**src/rtl/optmod_pkg.sv**
```systemverilog
package optmod_pkg;
  localparam int unsigned NGRP   = 3;
  localparam int unsigned ADDR_W = 4;

  localparam int unsigned G_ABS   = 0;
  localparam int unsigned G_FAULT = 1;
  localparam int unsigned G_LOS   = 2;

  localparam int unsigned A_STAT_BASE = 0;
  localparam int unsigned A_CHG_BASE  = 3;
  localparam int unsigned A_EN_BASE   = 6;
  localparam int unsigned A_TXDIS     = 9;
endpackage

```
**src/rtl/optmod_sync.sv**
```systemverilog
module optmod_sync #(
  parameter int unsigned W = 4,
  parameter logic [W-1:0] RST_VAL = '0
) (
  input  logic         clk,
  input  logic         rst_n,
  input  logic [W-1:0] d_i,
  output logic [W-1:0] q_o
);
  logic [W-1:0] meta_q, sync_q;

  always_ff @(posedge clk or negedge rst_n) begin
    if (!rst_n) begin
      meta_q <= RST_VAL;
      sync_q <= RST_VAL;
    end else begin
      meta_q <= d_i;
      sync_q <= meta_q;
    end
  end

  assign q_o = sync_q;
endmodule

```
**src/rtl/optmod_chg_grp.sv**
```systemverilog
module optmod_chg_grp #(
  parameter int unsigned W = 4,
  parameter logic [W-1:0] IDLE = '0
) (
  input  logic         clk,
  input  logic         rst_n,
  input  logic [W-1:0] raw_i,
  input  logic         rd_clr_i,
  output logic [W-1:0] lvl_o,
  output logic [W-1:0] chg_o,
  output logic [W-1:0] flag_o
);
  logic [W-1:0] prev_q, flag_q;

  function automatic logic [W-1:0] edge_of(input logic [W-1:0] cur, input logic [W-1:0] old);
    return cur ^ old;
  endfunction

  function automatic logic [W-1:0] flag_next(input logic [W-1:0] f, input logic [W-1:0] c,
                                             input logic clr);
    return (f & ~{W{clr}}) | c;
  endfunction

  optmod_sync #(.W(W), .RST_VAL(IDLE)) u_sync (
    .clk(clk), .rst_n(rst_n), .d_i(raw_i), .q_o(lvl_o)
  );

  assign chg_o = edge_of(lvl_o, prev_q);

  always_ff @(posedge clk or negedge rst_n) begin
    if (!rst_n) begin
      prev_q <= IDLE;
      flag_q <= '0;
    end else begin
      prev_q <= lvl_o;
      flag_q <= flag_next(flag_q, chg_o, rd_clr_i);
    end
  end

  assign flag_o = flag_q;
endmodule

```
**src/rtl/optmod_status_mon.sv**
```systemverilog
module optmod_status_mon #(
  parameter int unsigned NPORTS = 4,
  parameter int unsigned DW     = 8
) (
  input  logic                           clk,
  input  logic                           rst_n,
  input  logic [NPORTS-1:0]              mod_abs_i,
  input  logic [NPORTS-1:0]              tx_fault_i,
  input  logic [NPORTS-1:0]              rx_los_i,
  output logic [NPORTS-1:0]              tx_dis_o,
  output logic                           abs_irq_n_o,
  output logic                           fault_irq_n_o,
  output logic                           los_irq_n_o,
  input  logic [optmod_pkg::ADDR_W-1:0]  reg_addr_i,
  input  logic                           reg_wr_i,
  input  logic [DW-1:0]                  reg_wdata_i,
  input  logic                           reg_rd_i,
  output logic [DW-1:0]                  reg_rdata_o
);
  import optmod_pkg::*;

  localparam logic [NPORTS-1:0] ALL_ONE = {NPORTS{1'b1}};

  logic [NGRP-1:0][NPORTS-1:0] raw, lvl, chg, flag, en_q;
  logic [NGRP-1:0]             rd_clr, irq_n;
  logic [NPORTS-1:0]           txdis_q;
  logic [DW-1:0]               rd_mux, rdata_q;

  function automatic logic irq_level(input logic [NPORTS-1:0] f, input logic [NPORTS-1:0] e);
    return ~|(f & e);
  endfunction

  function automatic logic hit(input logic [ADDR_W-1:0] a, input int unsigned target);
    return a == ADDR_W'(target);
  endfunction

  assign raw[G_ABS]   = mod_abs_i;
  assign raw[G_FAULT] = tx_fault_i;
  assign raw[G_LOS]   = rx_los_i;

  for (genvar g = 0; g < NGRP; g++) begin : g_grp
    localparam logic [NPORTS-1:0] IDLE_LVL = (g == G_ABS) ? ALL_ONE : '0;

    assign rd_clr[g] = reg_rd_i && hit(reg_addr_i, A_CHG_BASE + g);

    optmod_chg_grp #(.W(NPORTS), .IDLE(IDLE_LVL)) u_grp (
      .clk(clk), .rst_n(rst_n), .raw_i(raw[g]), .rd_clr_i(rd_clr[g]),
      .lvl_o(lvl[g]), .chg_o(chg[g]), .flag_o(flag[g])
    );

    always_ff @(posedge clk or negedge rst_n) begin
      if (!rst_n)                                          en_q[g] <= '0;
      else if (reg_wr_i && hit(reg_addr_i, A_EN_BASE + g)) en_q[g] <= reg_wdata_i[NPORTS-1:0];
    end

    assign irq_n[g] = irq_level(flag[g], en_q[g]);
  end

  always_ff @(posedge clk or negedge rst_n) begin
    if (!rst_n)                                  txdis_q <= ALL_ONE;
    else if (reg_wr_i && hit(reg_addr_i, A_TXDIS)) txdis_q <= reg_wdata_i[NPORTS-1:0];
  end

  always_comb begin
    rd_mux = '0;
    for (int g = 0; g < NGRP; g++) begin
      if (hit(reg_addr_i, A_STAT_BASE + g)) rd_mux[NPORTS-1:0] = lvl[g];
      if (hit(reg_addr_i, A_CHG_BASE + g))  rd_mux[NPORTS-1:0] = flag[g];
      if (hit(reg_addr_i, A_EN_BASE + g))   rd_mux[NPORTS-1:0] = en_q[g];
    end
    if (hit(reg_addr_i, A_TXDIS)) rd_mux[NPORTS-1:0] = txdis_q;
  end

  always_ff @(posedge clk or negedge rst_n) begin
    if (!rst_n)        rdata_q <= '0;
    else if (reg_rd_i) rdata_q <= rd_mux;
  end

  assign reg_rdata_o   = rdata_q;
  assign tx_dis_o      = txdis_q;
  assign abs_irq_n_o   = irq_n[G_ABS];
  assign fault_irq_n_o = irq_n[G_FAULT];
  assign los_irq_n_o   = irq_n[G_LOS];
endmodule

```
**config.mk**
```make
export PLATFORM = sky130hd
export DESIGN_NAME = optmod_status_mon
export DESIGN_NICKNAME = d
export VERILOG_FILES = /design/src/rtl/optmod_pkg.sv /design/src/rtl/optmod_sync.sv /design/src/rtl/optmod_chg_grp.sv /design/src/rtl/optmod_status_mon.sv
export SDC_FILE = /design/constraint.sdc
export NUM_CORES = 1
export LEC_CHECK = 0
export BUFFER_PORTS_ARGS = -buffer_cell sky130_fd_sc_hd__buf_2
export CAP_MARGIN = 40
export CORE_UTILIZATION = 44
export CTS_BUF_LIST = sky130_fd_sc_hd__clkbuf_4
export DETAILED_ROUTE_END_ITERATION = 8
export PLACE_DENSITY = 0.67
export SYNTH_ARGS = -nofsm -noshare
export SYNTH_HDL_FRONTEND = slang
export SYNTH_HIERARCHICAL = 1
export SYNTH_SLANG_ARGS = --single-unit
```
**constraint.sdc**
```tcl
create_clock -name clk -period 1.1 [get_ports clk]
set_input_delay 0.055 -clock clk [delete_from_list [all_inputs] [get_ports clk]]
set_output_delay 0.055 -clock clk [all_outputs]
set_load 0.05 [all_outputs]
```
==> impl_metrics.csv <==
group,metric,value,unit
floorplan,initial_core_util,45.5,%
clock_network,cts_made_buffers,9,
cells_and_area,syn_to_final_growth,33.6,%
synth,ys_warn_count,6,
global_route,busiest_layer,"met2",
synth,synthesis.area,2880,µm²
synth,synthTopCellsByCount,"52 x dfrtp_1, 21 x nand2_1, 16 x dfstp_2",
setup_path,cp-start-kind,"flip-flop",
min_path,worstHoldStart,"reg_rd_i",
min_path,holdCritPathClass,"in -> reg",
synth,synth-simple-area-share,12.5,%
route,vias,2073,
floorplan,placementRows,29,
setup_path,cp_data_arrival_time,1.51,ns
global_route,antenna_found_initial,0,
route,wire_per_inst,14.7,µm
sta,fin_crit_sh,142,%
setup_path,crit_slowest_cell,"dfrtp_1",
synth,synth_top_family_by_area,"compound AO/OA/AOI/OAI gates",
setup_path,worst_setup_path_end_kind,"output port",
power,leakage,1.65,nW
setup_path,cp_max_fo,3,
setup_path,reg2reg_depth,5,
synth,synth_area_leader_cell,"dfrtp_1",
route,totalWireLength,5930,µm
synth,async_reset_ff_share,100,%
sta,setup_viol,11,
global_route,grt_util_all_layers,18.6,%
floorplan,pin_count,43,
cells_and_area,n_fill_cell,522,
cells_and_area,multi_input_area,1120,µm²
setup_path,slowest_delay,0.43,ns
outcome,outcome,"complete, but fails checks",
global_route,grt_pass1_vias,2084,
cells_and_area,nets,350,
sta,slew_viol_final,0,
global_route,grt_pass1_wl,10000,µm
floorplan,dieHeight,82.8,µm
clock_network,worstSkewPairLatency,0.41,ns
cells_and_area,drive_gt1_share,39.4,%
clock_network,cts_sinks,68,
synth,synth_compound_area_share,13.7,%
outcome,violations,"negative setup slack",
min_path,min_to,"reg_rdata_o[1]$_DFFE_PN0P_",
synth,synth_xor_area_share,3.66,%
setup_path,worstSetupPathType,"reg -> out",
synth,synth_edf_count,0,
floorplan,die_w,82.8,µm
placement,place_worst_setup_slack,-0.188,ns
synth,synth_mux_area_share,6.27,%
sta,max_freq,0.638,GHz
placement,dpl.hpwl,4120,µm
sta,timing.final.ws_setup,-0.467,ns
sta,rsz0062_at_grt,"yes",
route,drc,0,
synth,synth.area.top_cells,"dfrtp_1 45%, dfstp_2 15%, mux2_2 4.7%, xor2_1 3.7%, a21o_1 3.1%",
sta,hold_viol,0,
floorplan,core-area,6310,µm²
cells_and_area,seqCellArea,1720,µm²
sta,min_period,1.57,ns
synth,ys.flop_type,"dfrtp_1",
clock_network,clock_tree.htree_level_count,3,
global_route,use_met3,4.08,%
global_route,groute.layer.met1.usage,25.2,%
power,finalPower,6.24,mW
route,first_pass_iters,4,
floorplan,die-area,6860,µm²
route,drtAntennaViolNets,0,
synth,synth_top_area_share,45.3,%
setup_path,cp_cell_sequence,"a22o_1, a221oi_4, buf_6",
setup_path,r2r_end,"reg_rdata_o[1]$_DFFE_PN0P_",
synth,synth_cells,231,
synth,synth.distinct_cells,42,
clock_network,cts_root_buf,"clkbuf_4",
synth,ys_seq_area_share,59.9,%
setup_path,r2r-start,"g_grp[2].u_grp/flag_o[1]$_DFF_PN0_",
global_route,grt_max_degree,69,
global_route,grt_overflow,0,
route,drt-vias-per-instance,5.13,
sta,clock_skew,0.0109,ns
cells_and_area,antenna_cells,0,
power,ir_worst_vdd,0.000970,V
synth,ys_ff_latch,68,
global_route,grt_use_met2,28.5,%
placement,io_buffers,34,
run,drv_cap,0,
clock_network,cts_max_path_buffers,2,
synth,avgSynthCellArea,12.4,µm²
setup_path,r2r_setup_slack,-0.14,ns
placement,place.gp.congestion,0.946,
synth,synth_fa_ha_area_share,0,%
route,detailedRoute.firstIterationViolations,112,
clock_network,cts.clk_slew.worst_paths,0.11,ns
clock_network,cts_tree,"built",
setup_path,worstPathRequired,1.04,ns
synth,yosysMostFrequentCell,"dfrtp_1",
power,p_per_area,1620,nW/µm²
min_path,hold_depth,4,
final cells by class:
type	instances	share of cell area [%]
Sequential cell	68	44.8
Timing Repair Buffer	90	19.0
Clock inverter	7	2.38
Clock buffer	9	1.76
Tap cell	77	2.51
Inverter	4	0.391
Multi-Input combinational cell	149	29.2
per-layer routing:
layer  wire length [µm]  vias up  share of wire, %
li1                   -     1005                 -
met1               2750      994                46
met2               2780       61                47
met3                272       13               4.6
met4                132        0               2.2
met5                  0        -                 0
placed cells by master, fill, tap and decap left out, types with 2 or more instances in the layout:
cell           netlist  routed
nor2b_1              4       4
buf_6                3       7
dfstp_2             16      16
a31oi_1              5       5
buf_8                0       4
nor3_1               5       5
o21ai_1              4       8
a21o_1              12      12
conb_1               1       4
nand2_1             21      21
or3_1                4       3
a21oi_1              4       4
o311ai_1             4       3
clkinv_1             0       2
dlygate4sd3_1        0      17
mux2_2              12      12
o21ai_0              8       4
nand4_1              6       6
clkbuf_4             0       9
nor2_1               8       7
and3b_1              2       2
inv_1                3       3
o211ai_1             4       4
o21a_1               4       4
buf_2                2      23
o22a_1               4       4
dfrtp_1             52      52
a221oi_4             0       3
a22o_1               3       3
buf_4                6      38
clkinvlp_4           0       2
xor2_1              12      12
mux2_1               4       4
bufinv_16            0       2
nor2_2               1       2
logic make-up after synthesis:
family	count (synthesis)
mux	16
compound gates	56
buf+inv	17
flops	68
other cells	1
simple gates	61
xor+xnor	12
repair_timing:
item	in CTS	in global routing
hold buffers	17	0
gates resized for setup	28	6
setup buffers	7	3
setup endpoints to repair	14	12
pin swaps	8	5
hold endpoints to repair	96	0
worst max-delay path by stage:
| stage | slack (ns) | to | startpoint |
|---|---|---|---|
| after global routing | -0.52 | fault_irq_n_o | g_grp[1].u_grp/flag_o[1]$_DFF_PN0_ |
| after CTS | -0.48 | fault_irq_n_o | en_q[5]$_DFFE_PN0P_ |
| after global placement | -0.19 | en_q[7]$_DFFE_PN0P_ | reg_addr_i[2] |
| final | -0.47 | fault_irq_n_o | g_grp[1].u_grp/flag_o[1]$_DFF_PN0_ |
| after detailed placement | -0.19 | reg_rdata_o[0]$_DFFE_PN0P_ | reg_addr_i[1] |
| after floorplan | -0.06 | fault_irq_n_o | en_q[5]$_DFFE_PN0P_ |
where the power goes:
| group | leakage [nW] | internal [mW] | switching (mW) |
|---|---|---|---|
| registers | 0.749 | 2.78 | 0.192 |
| clock network | 0.0772 | 0.909 | 0.889 |
| logic | 0.821 | 0.706 | 0.759 |
| total | 1.65 | 4.40 | 1.84 |
through the flow:
stage          util, %  cell area [µm²]  setup TNS, ns  hold slack [ns]  instances
4_1_cts           60.2             3800          -1.80           0.0504        401
3_5_place_dp      52.9             3340          -4.15           0.0994        361
5_1_grt           60.9             3840          -2.40            0.115        404
6_report          60.9             3840          -1.83           0.0749        404
2_1_floorplan        -             2940         -0.220           -0.241        234
3_3_place_gp      52.9             3340          -3.90           0.0955        361
critical path, delay by kind of cell, from the launching register on:
kind | cells | cell delay [ns]
compound gates | 2 | 0.47
buf+inv | 1 | 0.20
flops | 1 | 0.43
flip-flops by register name, indices dropped and copies added, names as in the netlist:
signal,count
g_grp.u_grp/prev_q,12
g_grp.u_grp/flag_o,12
tx_dis_o,4
g_grp.u_grp/u_sync/meta_q,12
reg_rdata_o,4
en_q,12
g_grp.u_grp/u_sync/q_o,12
(Power assumes the default switching activity.)
